--- config.mk ---
export PLATFORM = sky130hd
export DESIGN_NAME = bist_alone_ctrl
export DESIGN_NICKNAME = d
export VERILOG_FILES = /design/src/rtl/bist_alone_pkg.sv /design/src/rtl/bist_act_filter.sv /design/src/rtl/bist_chan_decode.sv /design/src/rtl/bist_chan_report.sv /design/src/rtl/bist_alone_ctrl.sv
export SDC_FILE = /design/constraint.sdc
export NUM_CORES = 1
export LEC_CHECK = 0
export ABC_AREA = 1
export BUFFER_PORTS_ARGS = -buffer_cell sky130_fd_sc_hd__buf_2
export CORE_MARGIN = 3
export CORE_UTILIZATION = 45
export DETAILED_ROUTE_END_ITERATION = 8
export PLACE_DENSITY = 0.8
export SYNTH_ARGS = -nofsm -noshare
export SYNTH_HDL_FRONTEND = slang
export SYNTH_SLANG_ARGS = --single-unit
--- constraint.sdc ---
create_clock -name clk -period 1.8 [get_ports clk]
set_clock_uncertainty 0.2 [all_clocks]
set_input_delay 0.18 -clock clk [delete_from_list [all_inputs] [get_ports clk]]
set_output_delay 0.18 -clock clk [all_outputs]
set_load 0.03 [all_outputs]
--- src/rtl/bist_alone_pkg.sv ---
package bist_alone_pkg;

   typedef enum logic {
      RPT_GROSS = 1'b0,
      RPT_BIT   = 1'b1
   } rpt_style_e;

   function automatic int unsigned min_sel_width(input int unsigned n_ch);
      return $clog2(n_ch + 2);
   endfunction

endpackage

--- src/rtl/bist_act_filter.sv ---
module bist_act_filter #(
   parameter int unsigned FILT_LEN = 4
) (
   input  logic clk,
   input  logic rst_n,
   input  logic pin_i,
   output logic act_o
);

   generate
      if (FILT_LEN < 1) begin : g_bad_len
         $error("bist_act_filter: FILT_LEN must be at least 1");
      end

      if (FILT_LEN == 1) begin : g_direct
         always_ff @(posedge clk or negedge rst_n) begin
            if (!rst_n) act_o <= 1'b0;
            else        act_o <= pin_i;
         end
      end else begin : g_counted
         localparam int unsigned CNT_W = $clog2(FILT_LEN);
         localparam logic [CNT_W-1:0] LAST = CNT_W'(FILT_LEN - 1);

         logic [CNT_W-1:0] run_q;
         logic             act_q;

         always_ff @(posedge clk or negedge rst_n) begin
            if (!rst_n) begin
               run_q <= '0;
               act_q <= 1'b0;
            end else if (pin_i == act_q) begin
               run_q <= '0;
            end else if (run_q == LAST) begin
               run_q <= '0;
               act_q <= pin_i;
            end else begin
               run_q <= run_q + 1'b1;
            end
         end

         assign act_o = act_q;
      end
   endgenerate

endmodule

--- src/rtl/bist_chan_decode.sv ---
module bist_chan_decode #(
   parameter int unsigned NUM_CH = 6,
   parameter int unsigned SEL_W  = 3
) (
   input  logic              act_i,
   input  logic [SEL_W-1:0]  sel_i,
   output logic [NUM_CH-1:0] tested_o
);

   localparam logic [SEL_W-1:0] ALL_CODE = SEL_W'(NUM_CH);

   logic sel_all;
   assign sel_all = (sel_i == ALL_CODE);

   generate
      for (genvar c = 0; c < NUM_CH; c++) begin : g_ch
         localparam logic [SEL_W-1:0] MY_CODE = SEL_W'(c);
         assign tested_o[c] = act_i & (sel_all | (sel_i == MY_CODE));
      end
   endgenerate

endmodule

--- src/rtl/bist_chan_report.sv ---
module bist_chan_report
   import bist_alone_pkg::*;
#(
   parameter int unsigned WORD_W = 10
) (
   input  logic              clk,
   input  logic              rst_n,
   input  logic              tested_i,
   input  rpt_style_e        style_i,
   input  logic [WORD_W-1:0] err_i,
   input  logic              norm_lock_n_i,
   input  logic [WORD_W-1:0] norm_data_i,
   output logic              lock_n_o,
   output logic [WORD_W-1:0] data_o
);

   logic              sticky_q;
   logic              sticky_nxt;
   logic [WORD_W-1:0] report;

   assign sticky_nxt = tested_i & (sticky_q | (|err_i));

   always_comb begin
      unique case (style_i)
         RPT_BIT:   report = err_i;
         default:   report = {WORD_W{sticky_nxt}};
      endcase
   end

   always_ff @(posedge clk or negedge rst_n) begin
      if (!rst_n) begin
         sticky_q <= 1'b0;
         lock_n_o <= 1'b1;
         data_o   <= '0;
      end else begin
         sticky_q <= sticky_nxt;
         lock_n_o <= tested_i ? 1'b0   : norm_lock_n_i;
         data_o   <= tested_i ? report : norm_data_i;
      end
   end

endmodule

--- src/rtl/bist_alone_ctrl.sv ---
module bist_alone_ctrl
   import bist_alone_pkg::*;
#(
   parameter int unsigned NUM_CH   = 6,
   parameter int unsigned WORD_W   = 10,
   parameter int unsigned SEL_W    = 3,
   parameter int unsigned FILT_LEN = 4
) (
   input  logic                     clk,
   input  logic                     rst_n,
   input  logic                     act_pin,
   input  logic [SEL_W-1:0]         ch_sel,
   input  logic                     bit_mode,
   input  logic [NUM_CH*WORD_W-1:0] err_mask,
   input  logic [NUM_CH-1:0]        norm_lock_n,
   input  logic [NUM_CH*WORD_W-1:0] norm_data,
   output logic [NUM_CH-1:0]        lock_n_o,
   output logic [NUM_CH*WORD_W-1:0] data_o
);

   localparam int unsigned MIN_SEL_W = min_sel_width(NUM_CH);

   generate
      if (NUM_CH < 1) begin : g_bad_ch
         $error("bist_alone_ctrl: NUM_CH must be at least 1");
      end
      if (WORD_W < 1) begin : g_bad_w
         $error("bist_alone_ctrl: WORD_W must be at least 1");
      end
      if (SEL_W < MIN_SEL_W) begin : g_bad_sel
         $error("bist_alone_ctrl: SEL_W too narrow for channel, all and idle codes");
      end
   endgenerate

   logic              act_w;
   logic [NUM_CH-1:0] tested_w;
   rpt_style_e        style_w;

   assign style_w = bit_mode ? RPT_BIT : RPT_GROSS;

   bist_act_filter #(.FILT_LEN(FILT_LEN)) u_filt (
      .clk   (clk),
      .rst_n (rst_n),
      .pin_i (act_pin),
      .act_o (act_w)
   );

   bist_chan_decode #(.NUM_CH(NUM_CH), .SEL_W(SEL_W)) u_dec (
      .act_i    (act_w),
      .sel_i    (ch_sel),
      .tested_o (tested_w)
   );

   generate
      for (genvar c = 0; c < NUM_CH; c++) begin : g_rpt
         bist_chan_report #(.WORD_W(WORD_W)) u_rpt (
            .clk           (clk),
            .rst_n         (rst_n),
            .tested_i      (tested_w[c]),
            .style_i       (style_w),
            .err_i         (err_mask[c*WORD_W +: WORD_W]),
            .norm_lock_n_i (norm_lock_n[c]),
            .norm_data_i   (norm_data[c*WORD_W +: WORD_W]),
            .lock_n_o      (lock_n_o[c]),
            .data_o        (data_o[c*WORD_W +: WORD_W])
         );
      end
   endgenerate

endmodule

* After elaboration in Yosys (flattened, before gate mapping) *
Cells that the tools add are included.

cells by class
  add/sub/neg operators = 1
  eq/ne operators = 8
  mux-type cells = 21
  bitwise logic cells = 25
  reduce and logical (&&, ||, !) cells = 8

operator list
  cell                   count
  $mux W10               12
  $reduce_or A10 Y1      6
  $and A1 B1 Y1          12
  $or A1 B1 Y1           12
  $eq A3 B3 Y1 const B   3
  $mux W1                7
  $eq A3 B2 Y1 const B   2
  $mux W2                2
  $eq A3 B1 Y1 const B   1
  $logic_not A3 Y1       1
  $add A2 B1 Y2 const B  1
  $eq A2 B2 Y1 const B   1
  $reduce_and A2 Y1      1
  $eq A1 B1 Y1           1
  $not A1 Y1             1

word-level totals
  flip-flop bits (word level) = 75
  input port bits = 133
  output and inout port bits = 66
  logic and storage cells = 83

* Longest topological paths before layout *
Gate-level depths: netlist of the first run.

  depth in word-level cells = 6
  mapped depth = 8
  mapped depth without buffers = 7

* By module *
A second synthesis of the first run with hierarchy kept.

second synthesis, totals
  cells, all modules = 514
  area, all modules = 3906.2 um2

modules (own cells, without submodules)
  module            times used  cells an instance  area an instance (um2)  seq. area each (um2)
  bist_chan_report  6           80                 616.8                   301.5
  bist_act_filter   1           15                 132.6                   75.1
  bist_chan_decode  1           19                 72.6                    0.0

* Least setup slack after synthesis of the first run *
OpenSTA, ideal clock, no wires.

  path type = register -> register
  start point = reg u_filt.g_counted.act_q, in the netlist u_filt.act_o
  end point = reg g_rpt[5].u_rpt.data_o[1]
  library setup time = 0.124 ns
  arrival = 1.079 ns
  data required time = 1.476 ns
  setup slack = 0.397 ns
  cell stages (with the launch flop) = 8
  buffers on the path = 1
  period minus slack after synthesis = 1.403 ns
  path through = dfrtp_1 -> nand2_1 -> nor2_1 -> nand2_1 -> clkbuf_1 -> nand2_1 -> nand2_1 -> nand2_1

on the way
  longest elaborated chain between the ends = 4

RTL lines
  what                    line                    source
  from (decl)             bist_act_filter.sv:25   logic act_q;
  from (signal assigned)  bist_act_filter.sv:35   act_q <= pin_i;
  $and A1 B1 Y1 *         bist_chan_decode.sv:18  assign tested_o[c] = act_i & (sel_all | (sel_i == MY_CODE));
  $and A1 B1 Y1           bist_chan_report.sv:21  assign sticky_nxt = tested_i & (sticky_q | (|err_i));
  $mux W10                bist_chan_report.sv:24  unique case (style_i)
  $mux W10 *              bist_chan_report.sv:38  data_o <= tested_i ? report : norm_data_i;
  to (signal assigned)    bist_chan_report.sv:38
  to (decl)               bist_chan_report.sv:14  output logic [WORD_W-1:0] data_o

Mark *: on every way between the ends. The rest lies on a longest branch, timed or not.
A chain may end at the register's enable or synchronous reset.

* Worst setup path after layout of the first run *
  start point = in err_mask[38]
  end point = reg g_rpt[3].u_rpt.sticky_q

on the way
  longest elaborated chain between the ends = 3

RTL lines
  what                           line                    source
  from (decl)                    bist_alone_ctrl.sv:14   input logic [NUM_CH*WORD_W-1:0] err_mask,
  $reduce_or A10 Y1              bist_chan_report.sv:21
  $or A1 B1 Y1                   bist_chan_report.sv:21
  $and A1 B1 Y1                  bist_chan_report.sv:21
  via g_rpt[3].u_rpt.sticky_nxt  bist_chan_report.sv:18  logic sticky_nxt;
  to (signal assigned)           bist_chan_report.sv:36  sticky_q <= sticky_nxt;
  to (decl)                      bist_chan_report.sv:17  logic sticky_q;

The timed path passes the listed nets, and every way through them passes these cells.

==> impl_results.rst, run 1 <==
.. list-table::
   :header-rows: 1

   * - Metric
     - Value
   * - Pin count of the biggest net entering global routing
     - 40
   * - Number of antenna-violating nets in the routed design
     - 0
   * - Max Fanout on Critical Path
     - 2
   * - Layout overhead on the synthesized area
     - 68.3%
   * - Area after detailed placement
     - 4880 µm²
   * - Count of buffers inserted at the top-level ports
     - 198
   * - Hold path depth
     - 3
   * - Power Total
     - 6.26 mW
   * - Place WS
     - 172 ps
   * - WS Path Type
     - primary input to flop
   * - Category of the worst setup path capture point
     - flop
   * - Number of warnings issued by yosys
     - 0
   * - CP startpoint kind
     - primary input
   * - Critical path's largest stage delay
     - 580 ps
   * - Utilization after layout
     - 80.4%
   * - Number of cell instances on the worst register-to-register path
     - 6
   * - Setup slack of the worst register-to-register path
     - 160 ps
   * - H-tree depth reported by CTS
     - 3
   * - Effective utilization at floorplan
     - 47.8%
   * - Antenna violations before repair
     - 0
   * - CTS Buffer Depth
     - 2
   * - Final Cycle Share
     - 95.7%
   * - Worst-path cell chain
     - dlygate4sd3_1, buf_2, nor3_2, dlygate4sd3_1, a21oi_1
   * - Path type of the worst min-delay path
     - primary input to flop
   * - Number of pins exceeding their max-slew limit in the final report
     - 0
   * - Area contributors post-synth
     - dfrtp_1 46%, nand2_1 26%, inv_1 5.4%
   * - Die outline height
     - 97.7 µm
   * - End of the worst hold path
     - g_rpt[4].u_rpt.sticky_q$_DFF_PN0_
   * - Cell type with the highest occurrence count on the critical path
     - dlygate4sd3_1
   * - Clk pwr share
     - 24.5%
   * - Sequential fraction of the synthesis area
     - 49.8%
   * - Final weighted congestion in routability-driven placement
     - 0.877
   * - Worst setup path startpoint
     - err_mask[38]
   * - Later-pin clock latency in the skew report
     - 330 ps
   * - Main synth FF type
     - dfrtp_1
   * - Sw power
     - 2.39 mW
   * - Half-perimeter wire length after detailed placement
     - 7920 µm
   * - Minimum setup slack in the final design
     - 78.0 ps
   * - IR drop worst, VDD
     - 0.662 mV
   * - Status
     - finished clean
   * - Area inside the core boundary
     - 7930 µm²
   * - Number of instances in the synthesized netlist
     - 539
   * - Die area
     - 9550 µm²
   * - Layout filler cell count
     - 497
   * - Iteration-0 DRC Markers
     - 155
   * - Worst slew margin
     - 73.5%
   * - Reg-to-Reg Start
     - u_filt.act_o$_DFFE_PN0P_
   * - Share of total power consumed by net switching
     - 38.2%
   * - Maximum clock frequency
     - 581 MHz
   * - Max-Cap Viols
     - 0
   * - Static power due to leakage
     - 3.55 nW
   * - RSZ-0062 raised after global routing
     - no
   * - Beginning of the worst hold path
     - err_mask[41]
   * - CTS tree
     - yes
   * - Worst EP required
     - 1800 ps
   * - Most frequent cell after synthesis
     - nand2_1
   * - First-pass detailed-route iteration total
     - 6
   * - Ports placed on the boundary
     - 199
   * - Yosys reg bits
     - 75
   * - Crit path DAT
     - 1730 ps
   * - Crit Reg-Reg Endpoint
     - g_rpt[0].u_rpt.data_o[3]$_DFF_PN0_
   * - Actual transition at the worst max-transition pin
     - 397 ps
   * - Share of synthesized registers carrying an async set or reset
     - 100%
   * - Number of enable flip-flop cells after synthesis
     - 0
   * - Vias
     - 4801
   * - Fraction of power consumed by sequential logic
     - 35.4%
   * - Fin crit period
     - 1720 ps
   * - Leading cell types by count after synthesis
     - 260 x nand2_1, 69 x dfrtp_1, 54 x inv_1
   * - Non-Filler Cell Area, Final
     - 6370 µm²
   * - Final wirelength
     - 14200 µm
   * - DR WL/cell
     - 14.7 µm
   * - Clock-pin slew of the registers on the worst-case setup and hold paths
     - 80 ps
   * - Number of design rule violations left after detail routing
     - 0
   * - Internal power
     - 3.87 mW
   * - Post-synth top area share
     - 45.6%
   * - Total power per unit cell area
     - 983 nW/µm²
   * - Wire length of the first global-routing pass
     - 22500 µm
   * - Number of diodes
     - 0
   * - Clock Sinks
     - 75
   * - Number of hold violations in the final report
     - 0
   * - Per-instance average area after synthesis
     - 7.03 µm²
   * - Number of core rows
     - 32
   * - Critical Path Slowest Stage Cell
     - dlygate4sd3_1
   * - Vias per Instance
     - 4.98
   * - Sum of negative setup slack
     - 0 ps
   * - Remaining global-route overflow
     - 0
   * - Post-Syn Area
     - 3790 µm²
   * - Clock root buffer
     - clkbuf_8
   * - Logic pwr share
     - 40.1%
   * - Post-Synthesis Net Count
     - 673
   * - Chip width
     - 97.7 µm
   * - Post-layout net count
     - 991
   * - Setup violations, final
     - 0
   * - TritonCTS Buffers
     - 9
   * - Synth cell types
     - 21
   * - Global routing usage summed across all routing layers
     - 29.4%
   * - Share of layout cells above drive strength 1
     - 28.1%
   * - Via count of the first global-routing pass
     - 5020
   * - Post-synthesis cell type with the largest combined area
     - dfrtp_1
==> per-layer routing <==
metal | part of all wire [%] | global-route usage (%) | wire length (µm)
met2 | 52 | 53.6 | 7310
met4 | 8.3 | 23.6 | 1170
met3 | 5.6 | 5.64 | 791
met1 | 34 | 28.7 | 4880
met5 | 0 | 0 | 0
==> cell type report <==
cell class                      count  area, µm²  area share (%)
Clock inverter                      5        103            1.61
Clock buffer                       11        131            2.06
Multi-Input combinational cell    381       1570            24.7
Timing Repair Buffer              335       2340            36.8
Sequential cell                    75       1880            29.6
Inverter                           55        210            3.30
Tap cell                          102        128            2.00
==> cells by family after synthesis <==
| group | synth area share [%] |
|---|---|
| AO/OA/AOI/OAI | 3.63 |
| XOR/XNOR | 0.231 |
| adder cells (fa/ha/maj) | 0.330 |
| buffers and inverters | 9.22 |
| flip-flops | 49.8 |
| multiplexers | 0.297 |
| AND/OR/NAND/NOR | 36.5 |
==> placed cells by master, fill, tap and decap left out <==
cell           instances
o21ai_0               21
dfrtp_1               69
a21boi_0               1
nand3_2                2
clkbuf_1               2
nor3_1                 3
xnor2_1                1
buf_4                 14
and2_0                 1
clkbuf_8               9
buf_12                 1
inv_1                 53
nor2_2                 1
dlygate4sd3_1        123
bufinv_16              3
clkinvlp_4             2
buf_2                197
nand2_1              260
ha_1                   1
mux2_2                 1
dfstp_2                6
nand3_1               35
a21oi_1                5
nor3_2                 3
clkinv_2               1
inv_2                  1
nor2_1                45
nand2_2                1
==> how the worst max path moves through the flow <==
stage	depth (start not counted)	end
after detailed placement	6	g_rpt[5].u_rpt.data_o[8]$_DFF_PN0_
after CTS	5	g_rpt[0].u_rpt.sticky_q$_DFF_PN0_
after floorplan	7	g_rpt[5].u_rpt.data_o[1]$_DFF_PN0_
after global placement	6	g_rpt[5].u_rpt.data_o[2]$_DFF_PN0_
final	5	g_rpt[3].u_rpt.sticky_q$_DFF_PN0_
after global routing	5	g_rpt[5].u_rpt.sticky_q$_DFF_PN0_
==> sequential cells by signal, indices dropped and copies added (netlist names) <==
signal                  cells
g_rpt.u_rpt.data_o         60
g_rpt.u_rpt.lock_n_o        6
g_rpt.u_rpt.sticky_q        6
u_filt.g_counted.run_q      2
u_filt.act_o                1
==> per-stage QoR <==
| step | hold slack (ps) | std cells |
|---|---|---|
| 6_report | 10.2 | 964 |
| 3_3_place_gp | -154 | 825 |
| 5_1_grt | 13.7 | 964 |
| 4_1_cts | 0.0406 | 964 |
| 3_5_place_dp | -151 | 825 |
| 2_1_floorplan | -316 | 539 |
==> power by group through the flow <==
stage,registers (mW),logic [mW],clock network (mW)
final,2.22,2.51,1.54
after global routing,2.26,2.71,1.63
after CTS,2.20,2.45,1.55
after detailed placement,2.23,2.23,0
after global placement,2.23,2.18,0
after floorplan,2.90,0.832,0
==> repair_timing <==
item	in CTS	in global routing
resized for setup	0	5
hold endpoints to repair	144	0
hold buffers	123	0
buffers inserted	0	0
setup endpoints to repair	0	14
==> critical path, delay by kind of cell <==
kind | cells | cell delay, ps
simple gates | 1 | 190
buf+inv | 3 | 1290
compound gates | 1 | 60
No activity file was read; power rests on OpenSTA's default activity.
==> run 2: changes to the inputs <==
Settings changed: REMOVE_ABC_BUFFERS from default to 1.
==> run 2 against run 1 <==
  * Die area did not move
  * Setup slack got worse by 18 ps
  * Count of clock-buffer cells in the layout rose by 1
  * Via count fell by 1.0%
  * Clock power fell by 10%
  * Routed wire length rose by 0.20%
  * Sequential power barely moved
  * Flip-flop and latch count did not move
  * Final cell count rose by 0.21%
  * Cell area barely moved
  * Sequential share of layout area barely moved
==> impl_results.rst, run 2 (synthesis results as in run 1) <==
.. list-table::
   :header-rows: 1

   * - Metric
     - Value
   * - Remaining global-route overflow
     - 0
   * - Post-CTS setup buffer count
     - 0
   * - Vias per Instance
     - 4.92
   * - Cell type with the highest occurrence count on the critical path
     - dlygate4sd3_1
   * - Wire length of the first global-routing pass
     - 23100 µm
   * - Number of cell instances on the worst register-to-register path
     - 6
   * - Later-pin clock latency in the skew report
     - 340 ps
   * - H-tree depth reported by CTS
     - 3
   * - Die area
     - 9550 µm²
   * - Beginning of the worst hold path
     - err_mask[23]
   * - Global routing usage summed across all routing layers
     - 29.8%
   * - Layout filler cell count
     - 494
   * - CTS Buffer Depth
     - 2
   * - Crit Reg-Reg Endpoint
     - g_rpt[0].u_rpt.data_o[7]$_DFF_PN0_
   * - Worst EP required
     - 1820 ps
   * - Utilization after layout
     - 80.4%
   * - End of the worst hold path
     - g_rpt[2].u_rpt.data_o[3]$_DFF_PN0_
   * - Number of diodes
     - 0
   * - Largest registers ranked by flip-flop count
     - g_rpt.u_rpt.data_o: 60 flops, g_rpt.u_rpt.lock_n_o: 6 flops, g_rpt.u_rpt.sticky_q: 6 flops
   * - Iteration-0 DRC Markers
     - 156
   * - Clock Sinks
     - 75
   * - Place WS
     - 129 ps
   * - Vias
     - 4751
   * - WS Path Type
     - primary input to flop
   * - CTS tree
     - yes
   * - First-pass detailed-route iteration total
     - 5
   * - Worst-path cell chain
     - dlygate4sd3_1, buf_2, nor3_2, dlygate4sd3_1, a21oi_1
   * - RSZ-0062 raised after global routing
     - no
   * - Category of the worst setup path capture point
     - flop
   * - Static power due to leakage
     - 3.56 nW
   * - Die outline height
     - 97.7 µm
   * - Commonest non-fill, non-tap cell in the layout
     - nand2_1
   * - Share of layout cells above drive strength 1
     - 28.7%
   * - Number of core rows
     - 32
   * - Number of hold violations in the final report
     - 0
   * - Buffers & Inverters on Critical Path
     - 3
   * - TritonCTS Buffers
     - 9
   * - Worst slew margin
     - 71.9%
   * - Ports placed on the boundary
     - 199
   * - Critical Path Slowest Stage Cell
     - dlygate4sd3_1
   * - Setup slack of the worst register-to-register path
     - 140 ps
   * - Path type of the worst min-delay path
     - primary input to flop
   * - Status
     - finished clean
   * - Layout overhead on the synthesized area
     - 68.4%
   * - Clock root buffer
     - clkbuf_8
   * - Area inside the core boundary
     - 7930 µm²
   * - Final weighted congestion in routability-driven placement
     - 0.890
   * - CP startpoint kind
     - primary input
   * - Half-perimeter wire length after detailed placement
     - 8030 µm
   * - Sum of negative setup slack
     - 0 ps
   * - Flip-flop count of the largest register, all copies and words added
     - 60
   * - Total power per unit cell area
     - 962 nW/µm²
   * - Number of pins exceeding their max-slew limit in the final report
     - 0
   * - Fin crit period
     - 1740 ps
   * - Hold path depth
     - 5
   * - Actual transition at the worst max-transition pin
     - 420 ps
   * - Clock-pin slew of the registers on the worst-case setup and hold paths
     - 70 ps
   * - Minimum setup slack in the final design
     - 59.8 ps
   * - Pin count of the biggest net entering global routing
     - 42
   * - Number of antenna-violating nets in the routed design
     - 0
   * - Commonest cells after routing, fill and taps aside
     - 257 x nand2_1, 197 x buf_2, 124 x dlygate4sd3_1, 69 x dfrtp_1, 53 x inv_1
   * - Crit path DAT
     - 1760 ps
   * - Max Fanout on Critical Path
     - 2
   * - Maximum clock frequency
     - 575 MHz
   * - Setup violations, final
     - 0
   * - Antenna violations before repair
     - 0
   * - Final wirelength
     - 14200 µm
   * - Count of buffers inserted at the top-level ports
     - 198
   * - IR drop worst, VDD
     - 0.677 mV
   * - Final Cycle Share
     - 96.7%
   * - Category of cells accounting for the largest share of critical-path delay
     - buffers and inverters
   * - Number of design rule violations left after detail routing
     - 0
   * - Reg with most FFs
     - g_rpt.u_rpt.data_o
   * - Via count of the first global-routing pass
     - 4978
   * - Effective utilization at floorplan
     - 47.8%
   * - Critical path's largest stage delay
     - 600 ps
   * - Post-layout net count
     - 993
   * - DR WL/cell
     - 14.7 µm
   * - Chip width
     - 97.7 µm
   * - Reg-to-Reg Start
     - u_filt.act_o$_DFFE_PN0P_
   * - Max-Cap Viols
     - 0
[run 2: cell types whose count changed in the layout (fill, tap and decap cells not counted), sizes merged]
cell	delta
buf	+1
bufinv	-2
clkbuf	+1
clkinv	+1
dlygate4sd3	+1
[run 2: how the worst max path moves through the flow]
stage	startpoint	endpoint	slack, ps	depth (start not counted)
6_report	err_mask[39]	g_rpt[3].u_rpt.sticky_q$_DFF_PN0_	60	5
5_1_grt	err_mask[37]	g_rpt[3].u_rpt.data_o[1]$_DFF_PN0_	10	8
4_1_cts	rst_n	g_rpt[2].u_rpt.data_o[1]$_DFF_PN0_	80	4
3_5_place_dp	u_filt.act_o$_DFFE_PN0P_	g_rpt[3].u_rpt.data_o[4]$_DFF_PN0_	130	6
3_3_place_gp	u_filt.act_o$_DFFE_PN0P_	g_rpt[5].u_rpt.data_o[0]$_DFF_PN0_	200	6
2_1_floorplan	ch_sel[0]	g_rpt[1].u_rpt.data_o[0]$_DFF_PN0_	100	6
[run 2: routing by layer]
| metal | GRT usage (%) | up-vias | routed length [µm] |
|---|---|---|---|
| li1 | - | 2256 | - |
| met1 | 31.5 | 2185 | 4940 |
| met2 | 53.9 | 228 | 7440 |
| met3 | 5.50 | 82 | 863 |
| met4 | 19.7 | 0 | 941 |
| met5 | 0 | - | 0 |
[run 2: tightest hold or removal path: stages]
cell     delay [ps]
buf_2            90
nand2_1          50
nand2_1          50
o21ai_0          80
nand2_1          70
[run 2: final cells by class]
type	instances	area (µm²)	share of cell area, %
Timing Repair Buffer	337	2360	37.0
Sequential cell	75	1880	29.6
Multi-Input combinational cell	381	1580	24.8
Inverter	55	210	3.30
Clock buffer	12	165	2.59
Tap cell	102	128	2.00
Clock inverter	4	47.5	0.746
[run 2: power by group]
group | leakage, nW | switching (mW) | total, mW | internal, mW
clock | 0.108 | 0.626 | 1.38 | 0.750
sequential | 0.869 | 0.137 | 2.22 | 2.08
combinational | 2.58 | 1.67 | 2.54 | 0.874
total | 3.56 | 2.43 | 6.14 | 3.71
[run 2: stage by stage]
step | instances | power [mW] | area [µm²] | hold WS, ps
2_1_floorplan | 511 | 3.64 | 3640 | -316
3_3_place_gp | 826 | 4.42 | 4890 | -183
3_5_place_dp | 826 | 4.48 | 4890 | -182
4_1_cts | 966 | 6.06 | 6340 | 1.52
5_1_grt | 966 | 6.47 | 6380 | 45.6
6_report | 966 | 6.14 | 6380 | 12.4
[run 2: timing repair]
action,4_1_cts,5_1_grt
endpoints found under the setup margin,0,40
hold endpoints to repair,147,0
resized for setup,0,8
hold buffers,124,0
